File: src/rtl/pswd_pkg.sv
package pswd_pkg;
  // Width of the swallow field; fixed by the 16/17 prescaler.
  localparam int SWAL_W     = 4;
  // Division of the prescaler when the modulus control is low.
  localparam int PRESC_BASE = 16;
  // Smallest main count for which M >= A always holds.
  localparam int MIN_MAIN   = 15;
  // Smallest legal ratio: 16 * 15 + 0.
  localparam int MIN_RATIO  = PRESC_BASE * MIN_MAIN;
  // Width of the prescaler state counter (holds 0..16).
  localparam int PC_W       = $clog2(PRESC_BASE + 1);
endpackage

File: src/rtl/ratio_stage.sv
module ratio_stage
  import pswd_pkg::*;
#(
  parameter int MAIN_W = 12,
  localparam int W     = MAIN_W + SWAL_W
) (
  input  logic              clk,
  input  logic              rst,
  input  logic              load_i,
  input  logic [W-1:0]      word_i,
  output logic [MAIN_W-1:0] main_o,
  output logic [SWAL_W-1:0] swal_o
);
  localparam logic [W-1:0] FLOOR = W'(MIN_RATIO);

  logic [W-1:0] pend_q;
  logic [W-1:0] word_legal;

  // Words below the floor would allow M < A; raise them to the floor.
  always_comb begin
    if (word_i < FLOOR) word_legal = FLOOR;
    else                word_legal = word_i;
  end

  always_ff @(posedge clk) begin
    if (rst)         pend_q <= FLOOR;
    else if (load_i) pend_q <= word_legal;
  end

  assign main_o = pend_q[W-1:SWAL_W];
  assign swal_o = pend_q[SWAL_W-1:0];

  // without a load strobe the pending word holds its value
  a_r7_hold_without_load: assert property (@(posedge clk) disable iff (rst)
    !load_i |=> $stable(pend_q));
endmodule

File: src/rtl/dual_mod_prescaler.sv
module dual_mod_prescaler
  import pswd_pkg::*;
(
  input  logic clk,
  input  logic rst,
  input  logic div17_i,
  output logic tick_o
);
  logic [PC_W-1:0] pc_q;
  logic [PC_W-1:0] last_state;

  // Divide by 17 uses states 0..16; divide by 16 uses states 0..15.
  assign last_state = div17_i ? PC_W'(PRESC_BASE) : PC_W'(PRESC_BASE - 1);
  assign tick_o     = (pc_q == last_state);

  always_ff @(posedge clk) begin
    if (rst)         pc_q <= '0;
    else if (tick_o) pc_q <= '0;
    else             pc_q <= pc_q + PC_W'(1);
  end

  // the seventeenth state is reached only under divide by 17
  a_r4_extra_state_needs_mod: assert property (@(posedge clk) disable iff (rst)
    (pc_q == PC_W'(PRESC_BASE)) |-> div17_i);
endmodule

File: src/rtl/swallow_ctl.sv
module swallow_ctl
  import pswd_pkg::*;
#(
  parameter int MAIN_W = 12
) (
  input  logic              clk,
  input  logic              rst,
  input  logic              tick_i,
  input  logic [MAIN_W-1:0] main_i,
  input  logic [SWAL_W-1:0] swal_i,
  output logic              div17_o,
  output logic              wrap_o
);
  logic [MAIN_W-1:0] mc_q;
  logic [SWAL_W-1:0] sc_q;
  logic              mod_q;

  // The period ends on the prescaler tick that closes the last main cycle.
  assign wrap_o  = tick_i && (mc_q == MAIN_W'(1));
  assign div17_o = mod_q;

  always_ff @(posedge clk) begin
    if (rst) begin
      mc_q  <= MAIN_W'(MIN_MAIN);
      sc_q  <= '0;
      mod_q <= 1'b0;
    end else if (wrap_o) begin
      mc_q  <= main_i;
      sc_q  <= swal_i;
      mod_q <= (swal_i != '0);
    end else if (tick_i) begin
      mc_q <= mc_q - MAIN_W'(1);
      if (sc_q != '0) begin
        sc_q  <= sc_q - SWAL_W'(1);
        mod_q <= (sc_q != SWAL_W'(1));
      end
    end
  end

  // swallow cycles never outnumber the main cycles left
  a_r3_swallow_within_main: assert property (@(posedge clk) disable iff (rst)
    (MAIN_W'(sc_q) <= mc_q) && (mc_q != '0));

  // counters move only on prescaler ticks
  a_r6_counters_idle_between_ticks: assert property (@(posedge clk) disable iff (rst)
    !tick_i |=> ($stable(mc_q) && $stable(sc_q)));
endmodule

File: src/rtl/pswallow_divider.sv
module pswallow_divider
  import pswd_pkg::*;
#(
  parameter int MAIN_W = 12,
  localparam int W     = MAIN_W + SWAL_W
) (
  input  logic         clk,
  input  logic         rst,
  input  logic         load_i,
  input  logic [W-1:0] ratio_i,
  output logic         mod_o,
  output logic         pulse_o
);
  logic [MAIN_W-1:0] next_main;
  logic [SWAL_W-1:0] next_swal;
  logic              div17;
  logic              tick;
  logic              wrap;
  logic              pulse_q;

  ratio_stage #(.MAIN_W(MAIN_W)) u_stage (
    .clk    (clk),
    .rst    (rst),
    .load_i (load_i),
    .word_i (ratio_i),
    .main_o (next_main),
    .swal_o (next_swal)
  );

  dual_mod_prescaler u_presc (
    .clk     (clk),
    .rst     (rst),
    .div17_i (div17),
    .tick_o  (tick)
  );

  swallow_ctl #(.MAIN_W(MAIN_W)) u_ctl (
    .clk     (clk),
    .rst     (rst),
    .tick_i  (tick),
    .main_i  (next_main),
    .swal_i  (next_swal),
    .div17_o (div17),
    .wrap_o  (wrap)
  );

  always_ff @(posedge clk) begin
    if (rst) pulse_q <= 1'b0;
    else     pulse_q <= wrap;
  end

  assign pulse_o = pulse_q;
  assign mod_o   = div17;

  // the output pulse lasts one cycle
  a_r2_single_cycle_pulse: assert property (@(posedge clk) disable iff (rst)
    pulse_o |=> !pulse_o);

  // divide-by-17 stretches begin only at a period boundary
  a_r4_mod_rises_at_boundary: assert property (@(posedge clk) disable iff (rst)
    $rose(mod_o) |-> pulse_o);

  // outputs are quiet in the first cycle after reset
  a_r1_quiet_after_reset: assert property (@(posedge clk)
    $past(rst) |-> (!pulse_o && !mod_o));
endmodule

File: config.mk
export PLATFORM = sky130hd
export DESIGN_NAME = pswallow_divider
export DESIGN_NICKNAME = d
export VERILOG_FILES = /design/src/rtl/pswd_pkg.sv /design/src/rtl/ratio_stage.sv /design/src/rtl/dual_mod_prescaler.sv /design/src/rtl/swallow_ctl.sv /design/src/rtl/pswallow_divider.sv
export SDC_FILE = /design/constraint.sdc
export NUM_CORES = 1
export LEC_CHECK = 0
export ABC_AREA = 1
export BUFFER_PORTS_ARGS = -buffer_cell sky130_fd_sc_hd__buf_2
export CORE_ASPECT_RATIO = 0.75
export CORE_MARGIN = 10
export CORE_UTILIZATION = 45
export DETAILED_ROUTE_END_ITERATION = 8
export PLACE_DENSITY = 0.66
export SLEW_MARGIN = 20
export SYNTH_ARGS = -nofsm -noshare
export SYNTH_HDL_FRONTEND = slang
export SYNTH_SLANG_ARGS = --single-unit
File: constraint.sdc
create_clock -name clk -period 1.85 [get_ports clk]
set_input_delay 0.0925 -clock clk [delete_from_list [all_inputs] [get_ports clk]]
set_output_delay 0.0925 -clock clk [all_outputs]
set_load 0.05 [all_outputs]
==> qor.yml <==
run_status:
  status: "finished, final reports clean"
clocking:
  cts_tree: "yes"
  cts.repair.resized: 0
  clkLatencyLatePin_ns: 0.29
  postCtsHoldBufs: 0
  clk_pin_slew_ns: 0.08
  post_cts_buffers: 0
  cts_htree_levels: 2
  cts.path.max_buffers: 2
  cts_root_buf: "clkbuf_8"
  clkSinkCount: 39
  numCtsBuffers: 5
logic_synthesis:
  seq_area_frac_synth_pct: 37.16
  netlist_top_cells_count: "nand2_1 (64), dfxtp_1 (39), nor2_1 (37)"
  synth_nets: 326
  synth_area_um2: 2101
  synth_top_area_cell: "dfxtp_1"
  yosys_warnings: 0
  synth.area.top_cells: "dfxtp_1 (37%), nand2_1 (11%), nor2_1 (6.6%), inv_1 (6.3%), o21ai_0 (4.5%)"
  synth_top_area_share_pct: 37.16
  ys_types: 31
  ys_ff_latch: 39
  yosysMostFrequentCell: "nand2_1"
  synth_cells: 301
  synth_area_per_cell_um2: 6.979
  synth-edff-count: 0
  synthArstFlopShare_pct: 0
  ys.flop_type: "dfxtp_1"
sta:
  rsz0062_at_grt: "no"
  period_needed_ns: 1.651
  tightest_slew_ns: 0.5227
  slew_headroom_pct: 65.11
  setup_violations: 0
  finalCritPeriodShare_pct: 89.23
  hold_viol_final: 0
  skew_ns: 0.007050
  final_max_slew_viol_count: 0
  setup_tns_ns: 0
  fmax_mhz: 605.8
global_routing:
  grt_pass1_wl_um: 7983
  grt_pass1_vias: 1713
  grt_max_degree: 30
  gr-total-overflow: 0
  antenna_found_initial: 0
  globalRouteTotalUtil_pct: 12.02
drt:
  drt-vias-per-instance: 5.042
  vias: 1901
  drt.antenna.violating_nets: 0
  avgRoutedWirePerCell_um: 12.50
  first_iter_violations: 185
  drt_wl_total_um: 4714
  drc: 0
  drt_pass1_iterations: 5
setup_path:
  crit_arrival_ns: 1.83
  crit_type: "flip-flop to flip-flop"
  worstPathRequired_ns: 2.03
  cp-end-kind: "flip-flop"
  cp_max_fo: 12
  startpoint_type: "flip-flop"
placement:
  port_buffers: 20
  dpl.hpwl_um: 3543
  gp_congestion: 0.9456
power_and_ir_drop:
  leakage_nw: 1.045
  max-vdd-ir-drop_mv: 0.4740
  power.density_nw_per_um2: 693.7
floorplanning:
  fp.coreArea_um2: 4493
  dieHeight_um: 79.17
  io_pins: 21
  rows: 21
  dieArea_um2: 7830
  initial_core_util_pct: 46.76
  die_w_um: 98.90
layout:
  nets: 344
  diodes: 0
  final_util_pct: 51.41
  drive_gt1_share_pct: 15.31
  fillers: 438
  areaGrowthSynthToFinish_pct: 9.947
hold_path:
  hp-class: "input pin to flip-flop"
job:
  maxCapViolCount: 0
## layer usage
metal,GRT usage (%),vias to the layer above,share of wire [%]
met3,3.720,4,7.7
met2,15.13,73,37
met1,18.21,820,55
li1,-,1004,-
met5,0,-,0
met4,3.714,0,0.76
## cells by family after synthesis
family	share of synthesized area, %
XOR/XNOR	2.918
buffers and inverters	10.24
AND/OR/NAND/NOR	31.69
flip-flops	37.17
AO/OA/AOI/OAI	14.41
adder cells (fa/ha/maj)	3.573
## sequential cells by signal, summed over array words and instances, names as in the netlist
signal and cells:
u_presc.pc_q 5, u_stage.pend_q 16, pulse_o 1, u_ctl.sc_q 4, u_ctl.div17_o 1, u_ctl.mc_q 12
## layout by cell type, fill, tap and decap left out
cell type and n:
clkinv_4 1, xnor2_1 1, xor2_1 6, nand3_1 17, o211ai_1 3, nand4_1 10, dfxtp_1 39, o22ai_1 5
nor2_2 3, nand2_4 2, clkinvlp_4 1, o21ai_1 7, o21bai_1 1, clkinv_1 1, a21oi_1 17, nand3b_1 1
nand3_2 2, o21ai_0 19, buf_2 20, inv_2 5, nand2_2 1, inv_1 35, ha_1 6, nor3b_1 1
nor2_4 4, or2_2 1, o21ai_2 3, nand2_1 64, nor3_1 1, clkbuf_8 6, nor2_1 37
## report_power, final
part / internal, mW / total [mW] / switching [mW]
sequential: 0.868 / 0.889 / 0.0212
clock: 0.304 / 0.619 / 0.315
combinational: 0.0387 / 0.0940 / 0.0553
## final timing paths
path / startpoint / endpoint / slack [ns] / cells after the start
setup / recovery: u_ctl.mc_q[1] / u_ctl.sc_q[2] / 0.20 / 9
hold / removal: ratio_i[7] / u_stage.pend_q[7] / 0.03 / 3
setup reg to reg: u_ctl.mc_q[1] / u_ctl.sc_q[2] / 0.20 / 9
hold reg to reg: u_presc.pc_q[0] / u_presc.pc_q[0] / 0.47 / 1
## worst max-delay path, cell delays in order (launching register included)
cell and delay, ns:
dfxtp_1 0.32, inv_1 0.10, ha_1 0.21, nand3_1 0.11, nor2_2 0.17, nand2_2 0.20, nor2_4 0.23, nand2_1 0.07
nand2_1 0.07, a21oi_1 0.06
## through the flow
step	setup slack (ns)	std cells	area [µm²]	total power [mW]	hold slack, ns
finish	0.1992	377	2310	1.602	0.02758
global route	0.06786	377	2310	1.669	0.03753
CTS	0.2204	377	2310	1.608	0.02241
detailed placement	0.2355	369	2211	1.002	0.3289
global placement	0.2875	369	2211	1.001	0.3235
floorplan	0.2652	301	2101	0.9614	0.1616
## area by class of cell
class                   count  area [µm²]  share of cell area [%]
well taps                  57       71.32                   3.088
clock inverters             2       16.27                  0.7042
flip-flops and latches     39       780.7                   33.80
inverters                  41       153.9                   6.663
clock buffers               6       82.58                   3.575
multi-input cells         212        1105                   47.83
repair buffers             20       100.1                   4.334
Note: power is estimated with default switching activity, not from simulation.
